==> src/rtl/qdac_pkg.sv <==
package qdac_pkg;
  typedef enum logic [1:0] {
    OP_SPECIAL  = 2'b00,
    OP_LOAD     = 2'b01,
    OP_UPDATE   = 2'b10,
    OP_LOAD_UPD = 2'b11
  } op_e;

  typedef enum logic [1:0] {
    SF_NOP  = 2'b00,
    SF_SHDN = 2'b01,
    SF_GPO  = 2'b10,
    SF_EDGE = 2'b11
  } sf_e;
endpackage

==> src/rtl/qdac_sync.sv <==
module qdac_sync #(
  parameter int         W      = 1,
  parameter int         STAGES = 2,
  parameter logic [W-1:0] INIT = '0
) (
  input  logic         clk,
  input  logic         rst,
  input  logic [W-1:0] d,
  output logic [W-1:0] q
);
  logic [W-1:0] pipe [STAGES];

  always_ff @(posedge clk) begin
    if (rst) begin
      for (int i = 0; i < STAGES; i++) pipe[i] <= INIT;
    end else begin
      pipe[0] <= d;
      for (int i = 1; i < STAGES; i++) pipe[i] <= pipe[i-1];
    end
  end

  assign q = pipe[STAGES-1];
endmodule

==> src/rtl/qdac_serial.sv <==
module qdac_serial #(
  parameter int WORD_W = 12
) (
  input  logic              clk,
  input  logic              rst,
  input  logic              cs_n_s,
  input  logic              sclk_s,
  input  logic              din_s,
  input  logic              edge_rise,
  output logic              cmd_valid,
  output logic [WORD_W-1:0] cmd_word,
  output logic              dout
);
  localparam int CNT_W = $clog2(WORD_W + 1);

  logic              sclk_q, cs_q;
  logic [WORD_W-1:0] sr;
  logic [CNT_W-1:0]  cnt;
  logic              sclk_up, sclk_dn, active, cs_rise;

  assign sclk_up = sclk_s & ~sclk_q;
  assign sclk_dn = ~sclk_s & sclk_q;
  assign active  = ~cs_n_s;
  assign cs_rise = cs_n_s & ~cs_q;

  always_ff @(posedge clk) begin
    if (rst) begin
      sclk_q    <= 1'b0;
      cs_q      <= 1'b1;
      sr        <= '0;
      cnt       <= '0;
      dout      <= 1'b0;
      cmd_valid <= 1'b0;
      cmd_word  <= '0;
    end else begin
      sclk_q    <= sclk_s;
      cs_q      <= cs_n_s;
      cmd_valid <= 1'b0;
      if (active && sclk_up) begin
        sr <= {sr[WORD_W-2:0], din_s};
        if (cnt != CNT_W'(WORD_W)) cnt <= cnt + 1'b1;
        if (edge_rise) dout <= sr[WORD_W-2];
      end
      if (active && sclk_dn && !edge_rise) dout <= sr[WORD_W-1];
      if (cs_rise) begin
        cmd_valid <= (cnt == CNT_W'(WORD_W));
        cmd_word  <= sr;
        cnt       <= '0;
      end
    end
  end

  p_cnt_bound_r3: assert property (@(posedge clk) disable iff (rst)
    cnt <= CNT_W'(WORD_W));

  p_no_shift_idle_r2: assert property (@(posedge clk) disable iff (rst)
    cs_n_s |=> $stable(sr));

  p_dout_hold_r11: assert property (@(posedge clk) disable iff (rst)
    cs_n_s |=> $stable(dout));
endmodule

==> src/rtl/qdac_regs.sv <==
module qdac_regs
  import qdac_pkg::*;
#(
  parameter int AW = 2,
  parameter int DW = 8,
  localparam int NCH    = 1 << AW,
  localparam int WORD_W = AW + 2 + DW
) (
  input  logic              clk,
  input  logic              rst,
  input  logic              clr_n,
  input  logic              cmd_valid,
  input  logic [WORD_W-1:0] cmd_word,
  input  logic              ldac_n_s,
  input  logic              pde_s,
  output logic [NCH*DW-1:0] dac_flat,
  output logic              upo,
  output logic              shdn,
  output logic              edge_rise
);
  logic [DW-1:0] in_lat  [NCH];
  logic [DW-1:0] dac_lat [NCH];
  logic [DW-1:0] in_nxt  [NCH];
  logic [NCH*DW-1:0] in_flat;
  logic [AW-1:0] addr;
  logic [DW-1:0] data;
  op_e           op;
  logic          wr_in, upd_all;

  assign addr    = cmd_word[WORD_W-1 -: AW];
  assign op      = op_e'(cmd_word[DW +: 2]);
  assign data    = cmd_word[DW-1:0];
  assign wr_in   = cmd_valid && (op == OP_LOAD || op == OP_LOAD_UPD);
  assign upd_all = (cmd_valid && (op == OP_UPDATE || op == OP_LOAD_UPD)) || !ldac_n_s;

  always_comb begin
    for (int i = 0; i < NCH; i++) begin
      in_nxt[i] = in_lat[i];
      if (wr_in && addr == AW'(i)) in_nxt[i] = data;
    end
  end

  always_ff @(posedge clk or negedge clr_n) begin
    if (!clr_n) begin
      for (int i = 0; i < NCH; i++) begin
        in_lat[i]  <= '0;
        dac_lat[i] <= '0;
      end
    end else if (rst) begin
      for (int i = 0; i < NCH; i++) begin
        in_lat[i]  <= '0;
        dac_lat[i] <= '0;
      end
    end else begin
      for (int i = 0; i < NCH; i++) begin
        in_lat[i] <= in_nxt[i];
        if (upd_all) dac_lat[i] <= in_nxt[i];
      end
    end
  end

  always_ff @(posedge clk) begin
    if (rst) begin
      upo       <= 1'b0;
      shdn      <= 1'b0;
      edge_rise <= 1'b0;
    end else if (cmd_valid) begin
      if (op == OP_SPECIAL) begin
        case (sf_e'(addr[1:0]))
          SF_SHDN: if (pde_s) shdn <= 1'b1;
          SF_GPO:  upo       <= data[0];
          SF_EDGE: edge_rise <= data[0];
          default: ;
        endcase
      end else begin
        shdn <= 1'b0;
      end
    end
  end

  for (genvar g = 0; g < NCH; g++) begin : g_flat
    assign dac_flat[g*DW +: DW] = dac_lat[g];
    assign in_flat[g*DW +: DW]  = in_lat[g];
  end

  p_clr_zero_r8: assert property (@(posedge clk) disable iff (rst)
    !clr_n |-> (dac_flat == '0 && in_flat == '0));

  p_ldac_follow_r7: assert property (@(posedge clk) disable iff (rst)
    !ldac_n_s |=> (dac_flat == in_flat));

  p_load_keeps_dac_r4: assert property (@(posedge clk) disable iff (rst)
    (cmd_valid && op == OP_LOAD && ldac_n_s) |=> ($stable(dac_flat) || dac_flat == '0));

  p_shdn_gated_r10: assert property (@(posedge clk) disable iff (rst)
    (cmd_valid && op == OP_SPECIAL && addr == AW'(1) && !pde_s) |=> $stable(shdn));
endmodule

==> src/rtl/quad_dac_ctrl.sv <==
module quad_dac_ctrl #(
  parameter int AW          = 2,
  parameter int DW          = 8,
  parameter int SYNC_STAGES = 2,
  localparam int NCH    = 1 << AW,
  localparam int WORD_W = AW + 2 + DW
) (
  input  logic              clk,
  input  logic              rst,
  input  logic              cs_n,
  input  logic              sclk,
  input  logic              din,
  input  logic              ldac_n,
  input  logic              clr_n,
  input  logic              pde,
  output logic              dout,
  output logic              upo,
  output logic              shdn,
  output logic [NCH*DW-1:0] dac_code
);
  logic [4:0]        raw, syn;
  logic              cmd_valid, edge_rise;
  logic [WORD_W-1:0] cmd_word;

  assign raw = {cs_n, sclk, din, ldac_n, pde};

  qdac_sync #(.W(5), .STAGES(SYNC_STAGES), .INIT(5'b10010)) u_sync (
    .clk (clk),
    .rst (rst),
    .d   (raw),
    .q   (syn)
  );

  qdac_serial #(.WORD_W(WORD_W)) u_serial (
    .clk       (clk),
    .rst       (rst),
    .cs_n_s    (syn[4]),
    .sclk_s    (syn[3]),
    .din_s     (syn[2]),
    .edge_rise (edge_rise),
    .cmd_valid (cmd_valid),
    .cmd_word  (cmd_word),
    .dout      (dout)
  );

  qdac_regs #(.AW(AW), .DW(DW)) u_regs (
    .clk       (clk),
    .rst       (rst),
    .clr_n     (clr_n),
    .cmd_valid (cmd_valid),
    .cmd_word  (cmd_word),
    .ldac_n_s  (syn[1]),
    .pde_s     (syn[0]),
    .dac_flat  (dac_code),
    .upo       (upo),
    .shdn      (shdn),
    .edge_rise (edge_rise)
  );
endmodule

==> config.mk <==
export PLATFORM = sky130hd
export DESIGN_NAME = quad_dac_ctrl
export DESIGN_NICKNAME = d
export VERILOG_FILES = /design/src/rtl/qdac_pkg.sv /design/src/rtl/qdac_sync.sv /design/src/rtl/qdac_serial.sv /design/src/rtl/qdac_regs.sv /design/src/rtl/quad_dac_ctrl.sv
export SDC_FILE = /design/constraint.sdc
export NUM_CORES = 1
export LEC_CHECK = 0
export ABC_AREA = 1
export BUFFER_PORTS_ARGS = -buffer_cell sky130_fd_sc_hd__buf_2
export CAP_MARGIN = 20
export CORE_MARGIN = 8
export CORE_UTILIZATION = 29
export CTS_BUF_LIST = sky130_fd_sc_hd__clkbuf_2 sky130_fd_sc_hd__clkbuf_4 sky130_fd_sc_hd__clkbuf_8
export CTS_CLUSTER_SIZE = 8
export DETAILED_ROUTE_END_ITERATION = 16
export PLACE_DENSITY = 0.5
export SLEW_MARGIN = 10
export SYNTH_ARGS = -nofsm -noshare
export SYNTH_HDL_FRONTEND = slang
export SYNTH_SLANG_ARGS = --single-unit
==> constraint.sdc <==
create_clock -name clk -period 2.4 [get_ports clk]
set_clock_uncertainty 0.2 [all_clocks]
set_input_delay 0.24 -clock clk [delete_from_list [all_inputs] [get_ports clk]]
set_output_delay 0.24 -clock clk [all_outputs]
set_load 0.03 [all_outputs]
==> results of run 1 <==
==> power by group through the flow <==
stage | registers, mW | clock network (mW) | logic, mW
after floorplan | 1.88 | 0 | 0.0636
after global placement | 1.88 | 0 | 0.112
after detailed placement | 1.88 | 0 | 0.114
after CTS | 1.84 | 1.17 | 0.122
after global routing | 1.84 | 1.23 | 0.134
final | 1.84 | 1.12 | 0.118
==> cells by family (layout without fill, tap and decap cells) <==
logic type                 count (synthesis)  after routing
and+or+nand+nor                          262            262
buffers and inverters                     81            128
DFF                                      109            109
AOI/OAI and AO/OA                         59             59
adders and majority gates                  2              2
xor gates and xnor gates                   1              1
==> per-layer routing <==
metal | track usage [%] | share of wire, % | vias up
met1 | 13.85 | 49 | 1574
met5 | 0 | 0 | -
met4 | 4.679 | 1.8 | 0
met2 | 16.38 | 46 | 43
met3 | 2.100 | 3.1 | 14
li1 | - | - | 1744
==> flip-flops by register name (all words and copies together) (netlist names), 4 cells and up <==
signal and count:
u_regs.dac_flat 32, u_serial.cmd_word 12, u_regs.in_flat 32, u_sync.pipe 10, u_serial.cnt 4, u_serial.sr 12
==> placed cells by master (no fill, tap or decap), types with 2 or more instances in the layout <==
| cell | count |
|---|---|
| a21oi_1 | 34 |
| and3_1 | 16 |
| buf_2 | 42 |
| buf_4 | 5 |
| clkbuf_4 | 3 |
| clkbuf_8 | 9 |
| clkinv_2 | 2 |
| clkinv_4 | 2 |
| dfrtp_1 | 64 |
| dfxtp_1 | 45 |
| dlygate4sd3_1 | 6 |
| ha_1 | 2 |
| inv_1 | 56 |
| nand2_1 | 147 |
| nand2_4 | 2 |
| nand3_1 | 51 |
| nand4_1 | 19 |
| nor2_1 | 19 |
| nor2_2 | 2 |
| o21ai_0 | 12 |
| o22ai_1 | 11 |
| or2_2 | 4 |
==> layout make-up <==
class,count,area share (%)
Clock inverter,4,0.9748
Timing Repair Buffer,54,6.548
Inverter,58,4.449
Multi-Input combinational cell,324,30.42
Clock buffer,12,2.924
Sequential cell,109,49.99
Tap cell,188,4.699
==> worst max-delay path by stage <==
stage	slack (ns)	endpoint	start	cells after the start
global route	0.27	u_serial.cnt[1]$_SDFFE_PP0P_	u_sync.pipe[0][9]$_SDFF_PP1_	5
floorplan	1.05	u_regs.dac_flat[12]$_DFFE_PN0P_	u_serial.cmd_word[10]$_SDFFE_PP0P_	7
finish	0.52	u_serial.cnt[1]$_SDFFE_PP0P_	u_sync.pipe[0][9]$_SDFF_PP1_	5
global placement	0.53	u_serial.cmd_word[7]$_SDFFE_PP0P_	rst	5
detailed placement	0.47	u_serial.cmd_word[4]$_SDFFE_PP0P_	rst	5
CTS	0.52	u_serial.cnt[3]$_SDFFE_PP0P_	u_sync.pipe[0][9]$_SDFF_PP1_	5
==> synthesized netlist by cell type <==
cell type  count  area, µm²
xor2_1         1      8.760
a21oi_1       34      170.2
nand4_1       19      118.9
clkinv_4       1      8.760
nand3_2        1      10.01
nor2_2         2      12.51
nand3_1       51      255.2
o21ai_1        1      5.000
nor2_4         1      11.26
dfxtp_1       45      900.9
buf_6          2      22.52
dfrtp_1       64       1602
clkbuf_1       8      30.03
ha_1           2      25.02
nor2_1        19      71.32
inv_1         56      210.2
inv_2          1      3.750
o21ai_0       12      60.06
nand2_4        2      22.52
nand2_1      147      551.8
and3_1        16      100.1
a31oi_1        1      6.260
or2_2          4      25.02
o22ai_1       11      68.82
buf_2         13      65.06
==> worst register-to-register path, cell delays in order, from the launching register on <==
cell     delay (ns)
dfxtp_1        0.33
nor2_1         0.22
nand2_1        0.45
nor2_1         0.39
nand2_1        0.09
a21oi_1        0.13
==> metrics by stage <==
stage / cell area [µm²] / instances / setup WS, ns / hold WS (ns)
finish: 5006 / 749 / 0.5237 / 0.1552
global placement: 4751 / 727 / 0.5281 / 0.03974
floorplan: 4365 / 514 / 1.048 / -0.2556
detailed placement: 4751 / 727 / 0.4702 / 0.04967
CTS: 5006 / 749 / 0.5201 / 0.1519
global route: 5006 / 749 / 0.2747 / 0.1711
==> timing repair <==
action                    in CTS  in global routing
gates resized for setup        0                  0
hold endpoints to repair      26                  0
hold buffers                   6                  0
==> out/results.ini, run 1 <==
[setup_path]
worst_path_max_delay_cell=nand2_1
cp_num_buf_inv=0
crit-reg2reg-launch=u_sync.pipe[0][9]$_SDFF_PP1_
worstPathArrival_ns=1.98
crit_family=simple AND/OR/NAND/NOR gates
worstPathRequired_ns=2.51
r2r_slack_ns=0.52
cp_max_fo=24
critPathLaunchType=flop
crit_path_end_kind=flop
crit_type=flop to flop
crit_path_max_incr_delay_ns=0.45
worstRegToRegCells=5
crit_chain=nor2_1 -> nand2_1 -> nor2_1 -> nand2_1 -> a21oi_1
r2r_end=u_serial.cnt[1]$_SDFFE_PP0P_

[clocking]
htreeDepth=3
clkLatencyLatePin_ns=0.37
cts_tree=done
root_buffer=clkbuf_8
clkSinkCount=109
numCtsBuffers=9
clk_pin_slew_ns=0.10
clockBufferDepth=2
post_cts_buffers=0

[floorplan]
die_h_um=138.7
num_rows=45
io_pins=43
die_w_um=138.7
core_area_mm2=0.01498
start_util_pct=29.15
dieArea_mm2=0.01923

[detailed_routing]
vias=3375
drt-initial-drc-count=274
routed_wirelength_mm=9.918
wl_per_cell_um=13.24
ant_nets=0
drc=0
dr.pass1.iters=4
via_per_inst=4.506

[pwr]
irDropWorstVdd_v=0.0002377
pwr-share-seq_pct=59.7
swShare_pct=22.70
p_comb_share_pct=3.8
powerDensity_mw_per_mm2=615.8
leakage_nw=2.589
clockPowerShare_pct=36.5
p_int_mw=2.383
power_mw=3.083
p_sw_mw=0.6998

[place]
io_buffers=42
place_hpwl_mm=6.600
finalWeightedCongestion=0.7224

[layout]
diodes=0
final_nets=566
syn_to_final_growth_pct=14.67
seqCellArea_mm2=0.002502
drive_above_1_share_pct=13.55
fillers=1592
fin_util_pct=33.43
multi_input_area_mm2=0.001523

[sta]
tns_ns=0
max_slew.worst_pin.slew_ns=0.9871
fmaxAchievable_ghz=0.5330
setup_viol=0
slew_viol_final=0
timing.slew.headroom_pct=34.12
min_period_over_period_pct=78.18
rsz0062_at_grt=false
hold_viol=0
finalCriticalPeriod_ns=1.876

[run_status]
status=complete, no violations

[global_routing]
grt_antenna_before_repair=0
grt_pass1_vias=3280
grt_max_degree=66
gr-total-overflow=0
grt_first_pass_wirelength_mm=16.48
grt_use_total_pct=10.52

[job]
cap_violations=0

[yosys]
synth_nets=524
synth-seq-cells=109
synth_compound_area_share_pct=7.108
yosys.area_share.simple_pct=27.00
synthAdderAreaFrac_pct=0.5732
syn_area_per_cell_um2=8.493
synth_top_family_by_area=simple AND/OR/NAND/NOR gates
syn_inst=514
synth_xor_area_share_pct=0.2006
post_synth_num_cell_types=25
synth_area_mm2=0.004365
synth_seq_area_share_pct=57.32
synth_mux_area_share_pct=0
ys_warn_count=0

[hold_path]
hp-class=input pin to asynchronous set/reset pin

Power figures use the tool's default switching activity.
==> run 2: changes to the inputs <==
ABC_AREA = 0   (was 1)
PLACE_DENSITY = 0.52   (was 0.5)
clock period = 1.55 ns   (was 2.4 ns; I/O delays follow)
==> out/results.ini, run 2 <==
[setup_path]
crit_path_max_incr_delay_ns=0.36  ; was 0.45 ns
crit_path_end_kind=flop  ; unchanged
crit_type=flop to flop  ; unchanged
worstPathRequired_ns=1.61  ; was 2.51 ns
worstPathArrival_ns=1.61  ; was 1.98 ns
worst_path_max_delay_cell=dfxtp_2  ; was nand2_1
cp_num_buf_inv=1  ; was 0
critPathLaunchType=flop  ; unchanged
crit_chain=nor4bb_4 -> buf_6 -> mux2i_4 -> a21oi_1  ; was nor2_1 -> nand2_1 -> nor2_1 -> nand2_1 -> a21oi_1
crit_family=flip-flops  ; was simple AND/OR/NAND/NOR gates
cp_max_fo=8  ; was 24

[layout]
diodes=0  ; unchanged
fin_util_pct=37.49  ; was 33.43%
fillers=1360  ; was 1,592
drive_above_1_share_pct=25.05  ; was 13.55%
seqCellArea_mm2=0.002516  ; was 0.002502 mm²
layout_common_cells=64 x dfrtp_1, 57 x a21oi_1, 50 x nand2_1, 42 x buf_2, 38 x dfxtp_1  ; was 147 x nand2_1, 64 x dfrtp_1, 56 x inv_1, 51 x nand3_1, 45 x dfxtp_1
final_area_mm2=0.005184  ; was 0.005006 mm²
syn_to_final_growth_pct=26.35  ; was 14.67%
final_common_cell=dfrtp_1  ; was nand2_1
final_nets=476  ; was 566
multi_input_area_mm2=0.001582  ; was 0.001523 mm²

[sta]
setup_viol=0  ; unchanged
finalCriticalPeriod_ns=1.546  ; was 1.876 ns
slew_viol_final=0  ; unchanged
hold_slack_ns=0.03760  ; was 0.1552 ns
max_slew.worst_pin.slew_ns=0.4023  ; was 0.9871 ns
rsz0062_at_grt=true  ; was false
hold_viol=0  ; unchanged
timing.slew.headroom_pct=73.15  ; was 34.12%
fmaxAchievable_ghz=0.6468  ; was 0.5330 GHz
min_period_over_period_pct=99.75  ; was 78.18%

[yosys]
yosysTopAreaCell=dfrtp_1  ; unchanged
synth-seq-cells=109  ; unchanged
synthArstFlopShare_pct=58.72  ; unchanged
synth-main-ff-cell=dfrtp_1  ; unchanged
synth_seq_area_share_pct=60.99  ; was 57.32%
synthTopCellsByArea=dfrtp_1 39%, dfxtp_1 22%, mux2i_1 8.1%, a21oi_1 7.2%, nand2_1 4.6%  ; was dfrtp_1 37%, dfxtp_1 21%, nand2_1 13%, nand3_1 5.8%, inv_1 4.8%
synth_top_cells_by_count=64 x dfrtp_1, 59 x a21oi_1, 50 x nand2_1  ; was 147 x nand2_1, 64 x dfrtp_1, 56 x inv_1
syn_area_per_cell_um2=10.18  ; was 8.493 µm²
synth_top_area_share_pct=39.04  ; was 36.69%
post_synth_num_cell_types=33  ; was 25
synth_most_common_cell=dfrtp_1  ; was nand2_1
syn_inst=403  ; was 514
synth_area_mm2=0.004103  ; was 0.004365 mm²
synth_nets=413  ; was 524
synth_edf_count=0  ; unchanged
ys_warn_count=0  ; unchanged

[detailed_routing]
routed_wirelength_mm=9.230  ; was 9.918 mm
via_per_inst=4.616  ; was 4.506
drc=0  ; unchanged
drt-initial-drc-count=217  ; was 274
dr.pass1.iters=4  ; unchanged
vias=3005  ; was 3,375
ant_nets=0  ; unchanged
wl_per_cell_um=14.18  ; was 13.24 µm

[floorplan]
io_pins=43  ; unchanged
die_w_um=134.9  ; was 138.7 µm
dieArea_mm2=0.01821  ; was 0.01923 mm²
start_util_pct=29.67  ; was 29.15%
core_area_mm2=0.01383  ; was 0.01498 mm²
die_h_um=134.9  ; was 138.7 µm
num_rows=43  ; was 45

[global_routing]
grt_first_pass_wirelength_mm=15.55  ; was 16.48 mm
gr-total-overflow=0  ; unchanged
grt_max_degree=65  ; was 66
grt_pass1_vias=2990  ; was 3,280
grt_antenna_before_repair=0  ; unchanged
grt_use_total_pct=10.75  ; was 10.52%

[clocking]
clkSinkCount=109  ; unchanged
numCtsBuffers=9  ; unchanged
clkLatencyLatePin_ns=0.37  ; about the same
clk_pin_slew_ns=0.10  ; about the same
clockBufferDepth=2  ; unchanged
htreeDepth=3  ; unchanged
root_buffer=clkbuf_8  ; unchanged
cts_tree=done  ; unchanged

[pwr]
swShare_pct=25.09  ; was 22.70%
p_int_mw=3.681  ; was 2.383 mW
powerDensity_mw_per_mm2=948.0  ; was 615.8 mW/mm²
leakage_nw=2.348  ; was 2.589 nW
clockPowerShare_pct=33.9  ; was 36.5%
p_sw_mw=1.233  ; was 0.6998 mW
pwr-share-seq_pct=59.0  ; was 59.7%
irDropWorstVdd_v=0.0003397  ; was 0.0002377 V
p_comb_share_pct=7.1  ; was 3.8%

[hold_path]
hp-class=input pin to flop  ; was input pin to asynchronous set/reset pin

[place]
io_buffers=42  ; unchanged
place_hpwl_mm=5.963  ; was 6.600 mm
finalWeightedCongestion=0.7270  ; was 0.7224
place_area_mm2=0.004718  ; was 0.004751 mm²

[run_status]
status=complete, no violations  ; unchanged

[job]
cap_violations=0  ; unchanged

-- run 2: metal layers --
metal | wire, µm | GRT usage, % | part of all wire [%] | vias up
met5 | 0 | 0 | 0 | -
met4 | 216 | 5.552 | 2.3 | 0
met3 | 370 | 2.563 | 4.0 | 14
met2 | 4408 | 17.09 | 48 | 38
met1 | 4234 | 13.30 | 46 | 1456
li1 | - | - | - | 1497
-- run 2: kinds of logic (layout without fill, tap and decap cells) --
kind of cell / Yosys count / after routing / synth area share, %
fa+ha+maj: 2 / 2 / 0.6098
compound gates: 103 / 103 / 13.17
simple gates: 122 / 122 / 13.88
buf+inv: 34 / 102 / 3.293
mux: 33 / 33 / 8.051
flops: 109 / 109 / 60.99
-- run 2: layout make-up --
class	instances	share of cell area (%)
Inverter	5	0.3621
Sequential cell	109	48.54
Tap cell	180	4.345
Multi-Input combinational cell	260	30.51
Timing Repair Buffer	81	12.53
Clock inverter	5	0.7965
Clock buffer	11	2.921
-- run 2: tightest hold or removal path, cell delays in order --
cell and delay (ns):
buf_2 0.21, or3_1 0.15, mux2i_1 0.05
-- run 2: worst paths after layout --
path	from	endpoint	slack [ns]	cells past startpoint
setup / recovery	u_serial.cmd_valid$_SDFF_PP0_	u_regs.dac_flat[4]$_DFFE_PN0P_	0.004	4
hold / removal	rst	u_serial.cnt[2]$_SDFFE_PP0P_	0.04	3
setup reg to reg	u_serial.cmd_valid$_SDFF_PP0_	u_regs.dac_flat[4]$_DFFE_PN0P_	0.004	4
hold reg to reg	u_sync.pipe[0][4]$_SDFF_PP1_	u_sync.pipe[0][9]$_SDFF_PP1_	0.22	1
max in group asynchronous	clr_n	u_regs.in_flat[1]$_DFF_PN0_	0.78	3
min in group asynchronous	clr_n	u_regs.dac_flat[10]$_DFFE_PN0P_	0.10	3
-- run 2: power by group through the flow --
stage | combinational, mW | clock [mW] | sequential [mW]
2_1_floorplan | 0.104 | 0 | 3.04
3_3_place_gp | 0.330 | 0 | 2.96
3_5_place_dp | 0.331 | 0 | 2.96
4_1_cts | 0.355 | 1.72 | 2.90
5_1_grt | 0.388 | 1.87 | 2.91
6_report | 0.351 | 1.67 | 2.90
-- run 2: repair_timing --
action | CTS | global route
pin swaps | 1 | 2
endpoints found under the setup margin | 15 | 30
hold buffers | 12 | 2
setup buffers | 0 | 2
endpoints found under the hold margin | 71 | 1
resized for setup | 12 | 19
-- run 2: stage by stage --
step | total power, mW | setup TNS (ns) | instances | worst slack [ns]
floorplan | 3.142 | -0.02017 | 403 | -0.02017
global placement | 3.290 | -0.04799 | 621 | -0.01995
detailed placement | 3.291 | -0.3400 | 621 | -0.05089
CTS | 4.977 | -0.01612 | 649 | -0.004362
global route | 5.163 | -0.6625 | 651 | -0.05633
finish | 4.914 | 0 | 651 | 0.003886
